[src/rtl/ber_pkg.sv]
package ber_pkg;
  // Strobes from the window control into the count datapath
  typedef struct packed {
    logic accum;     // add this strobe's error tally
    logic rollover;  // this strobe closes the window
  } winCtrl_t;
endpackage

[src/rtl/ber_reencode.sv]
module ber_reencode #(
  parameter int N_CODED = 2,
  parameter int CONSTR  = 7,
  parameter int SOFT_W  = 3,
  parameter int BPS     = 2,
  parameter logic [N_CODED-1:0][CONSTR-1:0] POLY = {7'o133, 7'o171},
  parameter int ERR_W   = $clog2(BPS*N_CODED+1)
) (
  input  logic                          clk,
  input  logic                          rstN,
  input  logic                          decValid,
  input  logic [BPS-1:0]                decBits,
  input  logic [BPS*N_CODED*SOFT_W-1:0] rxSyms,
  output logic [ERR_W-1:0]              errCnt
);
  localparam int HIST_W = CONSTR - 1;
  localparam int EXT_W  = HIST_W + BPS;
  localparam int SLOT_W = N_CODED * SOFT_W;

  logic [HIST_W-1:0] hist;
  logic [EXT_W-1:0]  ext;

  // Oldest history bit at the top, newest decoded bit at index 0
  assign ext = {hist, decBits};

  always_comb begin
    logic [CONSTR-1:0] win;
    logic [SOFT_W-1:0] sym;
    logic              coded;
    errCnt = '0;
    for (int b = 0; b < BPS; b++) begin
      for (int m = 0; m < CONSTR; m++) begin
        win[m] = ext[b + CONSTR - 1 - m];
      end
      for (int s = 0; s < N_CODED; s++) begin
        coded = ^(win & POLY[N_CODED-1-s]);
        sym   = rxSyms[b*SLOT_W + (N_CODED-1-s)*SOFT_W +: SOFT_W];
        if ((sym != '0) && (sym[SOFT_W-1] != coded)) begin
          errCnt = errCnt + ERR_W'(1);
        end
      end
    end
  end

  always_ff @(posedge clk or negedge rstN) begin
    if (!rstN) begin
      hist <= '0;
    end else if (decValid) begin
      hist <= ext[HIST_W-1:0];
    end
  end
endmodule

[src/rtl/ber_window_ctrl.sv]
module ber_window_ctrl
  import ber_pkg::*;
#(
  parameter int PERIOD_W = 24
) (
  input  logic                clk,
  input  logic                rstN,
  input  logic                decValid,
  input  logic [PERIOD_W-1:0] period,
  output winCtrl_t            ctrl
);
  logic [PERIOD_W-1:0] strobeCnt;
  logic [PERIOD_W:0]   nextCnt;
  logic                windowOn;

  assign windowOn = (period != '0);
  assign nextCnt  = {1'b0, strobeCnt} + (PERIOD_W+1)'(1);

  always_comb begin
    ctrl.accum    = decValid;
    ctrl.rollover = decValid && windowOn && (nextCnt >= {1'b0, period});
  end

  always_ff @(posedge clk or negedge rstN) begin
    if (!rstN) begin
      strobeCnt <= '0;
    end else if (!windowOn || ctrl.rollover) begin
      strobeCnt <= '0;
    end else if (decValid) begin
      strobeCnt <= nextCnt[PERIOD_W-1:0];
    end
  end
endmodule

[src/rtl/ber_count_dp.sv]
module ber_count_dp
  import ber_pkg::*;
#(
  parameter int CNT_W = 16,
  parameter int ERR_W = 3
) (
  input  logic             clk,
  input  logic             rstN,
  input  winCtrl_t         ctrl,
  input  logic [ERR_W-1:0] errCnt,
  output logic [CNT_W-1:0] liveCount,
  output logic [CNT_W-1:0] lastCount
);
  logic [CNT_W:0]   sumWide;
  logic [CNT_W-1:0] sumSat;

  assign sumWide = {1'b0, liveCount} + (CNT_W+1)'(errCnt);
  assign sumSat  = sumWide[CNT_W] ? '1 : sumWide[CNT_W-1:0];

  always_ff @(posedge clk or negedge rstN) begin
    if (!rstN) begin
      liveCount <= '0;
      lastCount <= '0;
    end else if (ctrl.accum) begin
      if (ctrl.rollover) begin
        lastCount <= sumSat;
        liveCount <= '0;
      end else begin
        liveCount <= sumSat;
      end
    end
  end
endmodule

[src/rtl/ber_reencode_estimator.sv]
module ber_reencode_estimator
  import ber_pkg::*;
#(
  parameter int N_CODED   = 2,
  parameter int CONSTR    = 7,
  parameter int SOFT_W    = 3,
  parameter int BPS       = 2,
  parameter int TRACEBACK = 36,
  parameter int PERIOD_W  = 24,
  parameter int CNT_W     = 16,
  parameter logic [N_CODED-1:0][CONSTR-1:0] POLY = {7'o133, 7'o171}
) (
  input  logic                          clk,
  input  logic                          rstN,
  input  logic                          decValid,
  input  logic [BPS-1:0]                decBits,
  input  logic [BPS*N_CODED*SOFT_W-1:0] rxSyms,
  input  logic [PERIOD_W-1:0]           period,
  output logic [CNT_W-1:0]              liveCount,
  output logic [CNT_W-1:0]              lastCount
);
  localparam int ERR_W = $clog2(BPS*N_CODED+1);

  generate
    if ((TRACEBACK % BPS) != 0) begin : g_bad_traceback
      $error("TRACEBACK must be a multiple of BPS");
    end
  endgenerate

  winCtrl_t         ctrl;
  logic [ERR_W-1:0] errCnt;

  ber_reencode #(
    .N_CODED(N_CODED), .CONSTR(CONSTR), .SOFT_W(SOFT_W),
    .BPS(BPS), .POLY(POLY), .ERR_W(ERR_W)
  ) u_reencode (
    .clk(clk), .rstN(rstN), .decValid(decValid),
    .decBits(decBits), .rxSyms(rxSyms), .errCnt(errCnt)
  );

  ber_window_ctrl #(.PERIOD_W(PERIOD_W)) u_ctrl (
    .clk(clk), .rstN(rstN), .decValid(decValid),
    .period(period), .ctrl(ctrl)
  );

  ber_count_dp #(.CNT_W(CNT_W), .ERR_W(ERR_W)) u_dp (
    .clk(clk), .rstN(rstN), .ctrl(ctrl), .errCnt(errCnt),
    .liveCount(liveCount), .lastCount(lastCount)
  );
endmodule

[config.mk]
export PLATFORM = sky130hd
export DESIGN_NAME = ber_reencode_estimator
export DESIGN_NICKNAME = d
export VERILOG_FILES = /design/src/rtl/ber_pkg.sv /design/src/rtl/ber_reencode.sv /design/src/rtl/ber_window_ctrl.sv /design/src/rtl/ber_count_dp.sv /design/src/rtl/ber_reencode_estimator.sv
export SDC_FILE = /design/constraint.sdc
export NUM_CORES = 1
export LEC_CHECK = 0
export BUFFER_PORTS_ARGS = -buffer_cell sky130_fd_sc_hd__buf_2
export CORE_ASPECT_RATIO = 0.7
export CORE_MARGIN = 1
export CORE_UTILIZATION = 30
export CTS_CLUSTER_DIAMETER = 200
export DETAILED_ROUTE_END_ITERATION = 10
export GPL_ROUTABILITY_DRIVEN = 0
export PLACE_DENSITY = 0.54
export SLEW_MARGIN = 20
export SYNTH_ARGS = -nofsm -noshare
export SYNTH_HDL_FRONTEND = slang
export SYNTH_HIERARCHICAL = 1
export SYNTH_SLANG_ARGS = --single-unit
[constraint.sdc]
create_clock -name clk -period 5.33 [get_ports clk]
set_clock_uncertainty 0.2 [all_clocks]
set_input_delay 0.2665 -clock clk [delete_from_list [all_inputs] [get_ports clk]]
set_output_delay 0.2665 -clock clk [all_outputs]
set_load 0.02 [all_outputs]
==> results of run 1 <==
-- flip-flops by register name, indices dropped and copies added, names as in the netlist --
signal and count:
u_ctrl/strobeCnt 24, u_dp/lastCount 16, u_dp/liveCount 16, u_reencode/hist 6
-- metrics by stage --
step           cells  area, um^2  utilization, %  power [W]  hold WS [ps]
2_1_floorplan    478        4320               -    0.00106          -229
4_1_cts          737        5190            37.0    0.00193          19.4
5_1_grt          737        5190            37.0    0.00204          36.0
6_report         737        5190            37.0    0.00191          31.0
3_3_place_gp     719        4820            34.4    0.00122           268
3_5_place_dp     719        4820            34.4    0.00124           280
-- timing repair --
item | 4_1_cts | 5_1_grt
hold buffers | 2 | 0
setup buffers | 0 | 0
endpoints found under the hold margin | 63 | 0
endpoints found under the setup margin | 0 | 0
-- final cells by class --
type | instances | area, um^2
sequential | 62 | 1550
inverter | 32 | 120
clock buffer | 10 | 239
multi-input combinational | 359 | 2520
tap | 190 | 238
clock inverter | 6 | 109
fill | 1379 | 8820
timing repair buffer | 78 | 410
-- cells by family (layout without fill, tap and decap cells) --
kind of cell,after synthesis,in the layout,synth area share (%)
buffers and inverters,57,126,5.88
and+or+nand+nor,160,160,19.2
AOI/OAI and AO/OA,115,115,18.2
adders and majority gates,32,32,9.44
muxes,12,12,2.98
DFF,62,62,35.9
xor gates and xnor gates,40,40,8.45
-- path summary, 6_finish.rpt --
path | to | slack [ps]
worst min register to register | u_dp/lastCount[12] | 290
min in group asynchronous | u_dp/lastCount[0] | 450
worst max register to register | u_dp/liveCount[7] | 510
worst max-delay path | u_dp/liveCount[7] | 510
max in group asynchronous | u_ctrl/strobeCnt[15] | 3920
worst min-delay path | u_reencode/hist[1] | 30
-- placed cells by master, fill, tap and decap left out, types with 5 or more instances in the layout --
cell / synthesis / layout
a21o_1: 5 / 5
a21oi_1: 26 / 26
a22o_1: 18 / 18
a31oi_1: 12 / 12
and3_1: 6 / 6
and4_1: 5 / 5
buf_2: 4 / 72
clkbuf_16: 0 / 9
dfrtp_1: 62 / 62
ha_1: 31 / 31
inv_1: 32 / 32
mux2_2: 7 / 7
mux2i_1: 5 / 5
nand2_1: 40 / 40
nand3_1: 14 / 14
nand4_1: 13 / 13
nor2_1: 38 / 37
nor3_1: 12 / 12
nor4_1: 9 / 9
o211ai_1: 5 / 5
o21ai_0: 17 / 17
xnor2_1: 30 / 30
xor2_1: 9 / 9
-- power groups by stage --
stage                     Combinational, W  Sequential (W)  Clock, W
after floorplan                   0.000465        0.000598         0
after global placement            0.000631        0.000592         0
after detailed placement          0.000644        0.000594         0
after CTS                         0.000646        0.000586  0.000696
after global routing              0.000728        0.000596  0.000715
final                             0.000643        0.000586  0.000677
-- per-layer routing --
metal  up-vias  share of wire [%]  global-route usage, %
met4         0               0.88                   4.70
li1       1868                  -                      -
met2        89                 44                   22.8
met1      1901                 51                   22.3
met3        10                4.5                   3.26
met5         -                  0                      0
==> results.toml, run 1 <==
[run_status]
outcome = "finished, final reports clean"

[setup_path]
path_delay_family = "simple AND/OR/NAND/NOR gates"
crit_buf_inv = 0
critPathMaxStageDelay_ps = 680
slowest_stage = "and2_1"
worstSetupStartpointType = "flip-flop"
worstSetupPathType = "flip-flop to flip-flop"
crit_start = "u_ctrl/strobeCnt[7]"
required_ps = 5290
cp_num_cells = 14
worstPathCellList = "nand3_2 -> or4_4 -> nor2_1 -> and4_1 -> xor2_1 -> ha_1 -> nand3_1 -> nor4_1 -> o211ai_1 -> a21boi_1 -> and2_1 -> nor2_1 -> o21ai_0 -> a41oi_1"
regToRegStartpoint = "u_ctrl/strobeCnt[7]"
reg2reg_depth = 14
cp_common_cell = "nor2_1"
crit_arrival_ps = 4780
end_kind = "flip-flop"
crit_fanout = 19

[timing]
fmaxAchievable_mhz = 207
worst_pin_slew_ps = 1040
slew_headroom_pct = 30.5
final.min_clock_period_ps = 4820
fin_setup_tns_ps = 0
hold_viol = 0
fin_crit_sh_pct = 90.5
setup_viol_count_final = 0
slew_violations = 0
timing.final.ws_setup_ps = 507
rsz0062_at_grt = "false"

[global_routing]
grt-ovfl-total = 0
grt_pass1_wl_um = 18200
grt_util_all_layers_pct = 15.4
grt_max_degree = 63
grt_pass1_vias = 3580
grt_antenna_before_repair = 0

[power_and_ir_drop]
p_comb_share_pct = 33.7
power_density_nw_per_um2 = 368
switching_share_pct = 33.7
p_clk_share_pct = 35.5
vdd_drop_max_mv = 0.151
seqPwrFrac_pct = 30.7
p_switching_w = 0.000642
p_leak_nw = 2.45
p_int_w = 0.00126

[synthesis]
synth-warning-count = 6
synth.most_common_cell = "dfrtp_1"
ys_seq_area_share_pct = 35.9
synth_edf_count = 0
yosysUniqueCellTypes = 54
synth_area_um2 = 4320
ys.flop_type = "dfrtp_1"
synth.top_cells.by_area = "dfrtp_1, ha_1, xnor2_1, a22o_1, nand2_1"
yosys_register_bits = 62
yosysTopAreaCellShare_pct = 35.9
synthTopCellsByCount = "dfrtp_1, nand2_1, nor2_1"
synth_area_leader_cell = "dfrtp_1"
ys_async_sr_fraction_pct = 100
syn_inst = 478
syn_avg_cell_area_um2 = 9.04
synth.net_count = 551

[placement]
place.port_buffers = 72
dp_hpwl_um = 8210
pre_cts_ws_ps = 486

[clocking]
cts_buffer_depth = 2
cts_made_buffers = 9
cts.htree.levels = 3
path_clk_slew_ps = 60
cts-resized-gates = 0
cts_tree = "done"
clk_latency_ps = 320
cts.sinks = 62
ctsRootBufferMaster = "clkbuf_16"

[routing]
avgRoutedWirePerCell_um = 15.1
first_iter_violations = 217
viasPerCell = 5.25
firstDrtPassIters = 4
wl_um = 11100
drc = 0
vias = 3868
postRouteAntennaNets = 0

[layout]
drive_gt1_share_pct = 19.9
area_delta_synth_final_pct = 20.0
final_nets = 615
diodes = 0

[worst_hold_path]
hold_depth = 2
hold_class = "input pin to flip-flop"
min-delay-start = "decBits[1]"

[floorplanning]
die-height_um = 102
die-area_um2 = 14900
initial_utilization_pct = 30.9
core_um2 = 14000
ioPinCount = 73
fp-row-count = 36
die_width_um = 145

[flow_run]
cap_violations = 0
(Power assumes the default switching activity.)
==> inputs of run 2 (changes only) <==
--- a/config.mk
+++ b/config.mk
@@ -9,6 +9,7 @@
 export CORE_ASPECT_RATIO = 0.7
 export CORE_MARGIN = 1
 export CORE_UTILIZATION = 30
+export CTS_BUF_LIST = sky130_fd_sc_hd__clkbuf_4
 export CTS_CLUSTER_DIAMETER = 200
 export DETAILED_ROUTE_END_ITERATION = 10
 export GPL_ROUTABILITY_DRIVEN = 0
==> results.toml, run 2 (synthesis gave the netlist of run 1 again) <==
[routing]
viasPerCell = 5.23
first_iter_violations = 209
wl_um = 11100
postRouteAntennaNets = 0
drc = 0
firstDrtPassIters = 5
avgRoutedWirePerCell_um = 15.0
vias = 3863

[layout]
final_common_cell = "buf_2"
area_delta_synth_final_pct = 16.4
stdcell_count = 738
final_area_um2 = 5030
largest_reg_flops = 24
top_register = "u_ctrl/strobeCnt"
fillerInstances = 1398
reg_top3 = "u_ctrl/strobeCnt x24, u_dp/lastCount x16, u_dp/liveCount x16"
seqCellArea_um2 = 1550
diodes = 0
final_util_pct = 35.9
final_nets = 616
drive_gt1_share_pct = 19.7
final_cell_mix = "buf_2, dfrtp_1, nand2_1, nor2_1, inv_1"
multiInputGateArea_um2 = 2520

[global_routing]
grt-ovfl-total = 0
grt_antenna_before_repair = 0
grt_pass1_wl_um = 18200
grt_pass1_vias = 3570
grt_max_degree = 63
grt_util_all_layers_pct = 15.5

[power_and_ir_drop]
vdd_drop_max_mv = 0.181
p_leak_nw = 2.38
power_density_nw_per_um2 = 327

[setup_path]
crit_arrival_ps = 4910
end_kind = "flip-flop"
cp_common_cell = "nor2_1"
worstPathCellList = "nand3_2 -> or4_4 -> nor2_1 -> and4_1 -> xor2_1 -> ha_1 -> nand3_1 -> nor4_1 -> o211ai_1 -> a21boi_1 -> and2_1 -> nor2_1 -> o21ai_0 -> a41oi_1"
worstSetupStartpointType = "flip-flop"
crit_fanout = 19
slowest_stage = "and2_1"
worstSetupPathType = "flip-flop to flip-flop"
critPathMaxStageDelay_ps = 700
required_ps = 5400

[timing]
rsz0062_at_grt = "false"
fin_setup_tns_ps = 0
slew_violations = 0
hold_viol = 0
final.min_clock_period_ps = 4840
fmaxAchievable_mhz = 206
setup_viol_count_final = 0
worst_pin_slew_ps = 1040
slew_headroom_pct = 30.7
fin_crit_sh_pct = 90.9

[floorplanning]
die-area_um2 = 14900
fp-row-count = 36
initial_utilization_pct = 30.9
die_width_um = 145
ioPinCount = 73
die-height_um = 102
core_um2 = 14000

[clocking]
path_clk_slew_ps = 120
cts-resized-gates = 0
ctsRootBufferMaster = "clkbuf_4"
clk_latency_ps = 420
cts.htree.levels = 3
cts_tree = "done"
cts.sinks = 62
cts_buffer_depth = 2
cts_made_buffers = 9

[placement]
place.port_buffers = 72
dp.cells = 719
dp_hpwl_um = 8210
placed_area_um2 = 4820

[run_status]
outcome = "finished, final reports clean"

[flow_run]
cap_violations = 0

[worst_hold_path]
hold_class = "input pin to flip-flop"
[run 2: cell types whose count changed in the layout (fill, tap and decap cells not counted), sizes merged]
cell	change
dlygate4sd3	+1
clkbuf	-1
clkinv	+1
[run 2: metrics by stage]
step / hold slack [ps] / setup WS (ps) / power, W
CTS: 218 / 459 / 0.00166
floorplan: -229 / 1190 / 0.00106
detailed placement: 280 / 486 / 0.00124
finish: 257 / 486 / 0.00165
global placement: 268 / 642 / 0.00122
global route: 290 / 73.1 / 0.00177
[run 2: worst paths after layout]
kind	from	to	slack, ps	cells after the start
setup / recovery	u_ctrl/strobeCnt[7]	u_dp/liveCount[7]	490	14
hold / removal	decValid	u_dp/liveCount[5]	260	2
setup reg to reg	u_ctrl/strobeCnt[7]	u_dp/liveCount[7]	490	14
hold reg to reg	u_dp/lastCount[12]	u_dp/lastCount[12]	300	2
max in group asynchronous	rstN	u_ctrl/strobeCnt[12]	4030	3
min in group asynchronous	rstN	u_dp/lastCount[0]	330	3
[run 2: critical path: cells and delay by family (launching register included)]
family / cells / cell delay [ps]
adder cells (fa/ha/maj): 1 / 300
AO/OA/AOI/OAI: 4 / 930
AND/OR/NAND/NOR: 8 / 2670
flip-flops: 1 / 490
XOR/XNOR: 1 / 80
[run 2: area by class of cell]
class                      instances  area share, %
sequential                        62           30.9
tap                              190           4.73
clock inverter                     7           2.24
multi-input combinational        359           50.1
inverter                          32           2.39
timing repair buffer              79           8.36
clock buffer                       9           1.34
[run 2: timing repair]
action / CTS / global route
setup buffers: 0 / 0
endpoints found under the hold margin: 64 / 0
hold buffers: 3 / 0
[run 2: power breakdown]
group	leakage [nW]	total (W)	switching [W]	internal, W
Clock	0.0973	0.000418	0.000183	0.000235
Sequential	0.824	0.000584	0.0000660	0.000518
Combinational	1.45	0.000644	0.000367	0.000276
Total	2.38	0.00165	0.000617	0.00103
[run 2: routing by layer]
metal	up-vias	track usage [%]	routed length (um)
li1	1873	-	-
met1	1874	22.3	5510
met5	-	0	0
met4	0	5.10	114
met3	11	3.53	631
met2	105	22.9	4850
==> inputs of run 3 (changes only) <==
--- a/config.mk
+++ b/config.mk
@@ -13,7 +13,7 @@
 export CTS_CLUSTER_DIAMETER = 200
 export DETAILED_ROUTE_END_ITERATION = 10
 export GPL_ROUTABILITY_DRIVEN = 0
-export PLACE_DENSITY = 0.54
+export PLACE_DENSITY = 0.45
 export SLEW_MARGIN = 20
 export SYNTH_ARGS = -nofsm -noshare
 export SYNTH_HDL_FRONTEND = slang
==> results.toml, run 3 (synthesis gave the netlist of run 1 again) <==
[power_and_ir_drop]
power_density_nw_per_um2 = 312
vdd_drop_max_mv = 0.118
p_leak_nw = 2.36
power_w = 0.00156

[layout]
reg_top3 = "u_ctrl/strobeCnt x24, u_dp/lastCount x16, u_dp/liveCount x16"
final_area_um2 = 4980
multiInputGateArea_um2 = 2520
diodes = 0
area_delta_synth_final_pct = 15.3
largest_reg_flops = 24
drive_gt1_share_pct = 19.9
stdcell_count = 739
top_register = "u_ctrl/strobeCnt"
final_nets = 617
final_cell_mix = "buf_2, dfrtp_1, nand2_1, nor2_1, inv_1"
fillerInstances = 1477
seqCellArea_um2 = 1550
final_common_cell = "buf_2"

[timing]
slew_headroom_pct = 30.0
hold_ws_ps = 276
rsz0062_at_grt = "false"
final.min_clock_period_ps = 4810
fmaxAchievable_mhz = 208
worst_pin_slew_ps = 1050
hold_viol = 0
fin_setup_tns_ps = 0
setup_viol_count_final = 0
fin_crit_sh_pct = 90.2
slew_violations = 0

[routing]
first_iter_violations = 172
vias = 3726
drc = 0
viasPerCell = 5.04
avgRoutedWirePerCell_um = 15.1
firstDrtPassIters = 4
postRouteAntennaNets = 0
wl_um = 11100

[clocking]
cts.sinks = 62
cts_made_buffers = 9
cts_buffer_depth = 2
cts.htree.levels = 3
ctsRootBufferMaster = "clkbuf_4"
clk_latency_ps = 420
postCtsSetupBuffers = 0
cts_tree = "done"
path_clk_slew_ps = 120

[global_routing]
grt_util_all_layers_pct = 15.8
grt-ovfl-total = 0
grt_antenna_before_repair = 0
grt_pass1_wl_um = 18400
grt_pass1_vias = 3557
grt_max_degree = 63

[placement]
dp.cells = 720
placed_area_um2 = 4830
dp_hpwl_um = 8300
place.port_buffers = 72

[setup_path]
reg2reg_depth = 13
cp_num_cells = 13
critPathMaxStageDelay_ps = 590
crit_fanout = 9
crit_buf_inv = 0
regToRegStartpoint = "u_ctrl/strobeCnt[7]"
worstSetupPathType = "flip-flop to flip-flop"
path_delay_family = "simple AND/OR/NAND/NOR gates"
crit_start = "u_ctrl/strobeCnt[7]"
end_kind = "flip-flop"
crit_arrival_ps = 4870
worstPathCellList = "nand3_2 -> or4_4 -> nor2_1 -> and4_1 -> xor2_1 -> ha_1 -> nand3_1 -> nor4_1 -> o211ai_1 -> a21boi_1 -> nand2_1 -> a21oi_1 -> a31oi_1"
required_ps = 5390
slowest_stage = "or4_4"
worstSetupStartpointType = "flip-flop"

[worst_hold_path]
hold_depth = 2
min-delay-start = "decValid"
hold_class = "input pin to flip-flop"

[floorplanning]
ioPinCount = 73
die-area_um2 = 14900
die_width_um = 145
initial_utilization_pct = 30.9
die-height_um = 102
fp-row-count = 36
core_um2 = 14000

[run_status]
outcome = "finished, final reports clean"

[flow_run]
cap_violations = 0
==> run 3: cell types whose count changed in the layout (fill, tap and decap cells not counted), sizes merged <==
cell and delta:
clkbuf +1, clkinv +1, bufinv -2, buf +1
==> run 3: final cells by class <==
cell class / count / area share (%)
clock buffer: 10 / 1.51
clock inverter: 6 / 1.05
inverter: 32 / 2.41
multi-input combinational: 359 / 50.6
sequential: 62 / 31.1
tap: 190 / 4.77
timing repair buffer: 80 / 8.58
==> run 3: through the flow <==
step / utilization, % / worst slack [ps]
4_1_cts: 35.6 / 378
6_report: 35.6 / 521
2_1_floorplan: - / 1190
5_1_grt: 35.6 / 45.7
3_5_place_dp: 34.4 / 419
3_3_place_gp: 34.4 / 617
==> run 3: timing repair <==
action                                 in CTS  in global routing
setup endpoints to repair                   0                  1
resized for setup                           0                  1
hold buffers                                3                  0
endpoints found under the hold margin      64                  0
==> run 3: where the power goes <==
part / leakage (nW) / switching (W) / internal (W)
clock: 0.0750 / 0.000178 / 0.000143
combinational: 1.46 / 0.000376 / 0.000275
sequential: 0.824 / 0.0000671 / 0.000518
total: 2.36 / 0.000621 / 0.000936
==> run 3: routing by layer <==
| metal | global-route usage (%) | vias to the layer above | routed length (um) |
|---|---|---|---|
| met5 | 0 | - | 0 |
| met3 | 3.75 | 13 | 360 |
| met1 | 23.0 | 1776 | 6050 |
| met4 | 4.53 | 0 | 145 |
| li1 | - | 1873 | - |
| met2 | 23.2 | 64 | 4570 |
==> run 3: worst paths after layout <==
check / to / slack (ps)
setup / recovery: u_dp/lastCount[9] / 520
hold / removal: u_dp/liveCount[5] / 280
setup reg to reg: u_dp/lastCount[9] / 520
hold reg to reg: u_dp/lastCount[14] / 290
max in group asynchronous: u_ctrl/strobeCnt[18] / 4020
min in group asynchronous: u_dp/lastCount[0] / 360
==> run 3: worst reg2reg max path, delay by kind of cell, from the launching register on <==
family	cells	cell delay (ps)
fa+ha+maj	1	300
xor+xnor	1	80
simple gates	7	2080
flops	1	490
compound gates	4	1500
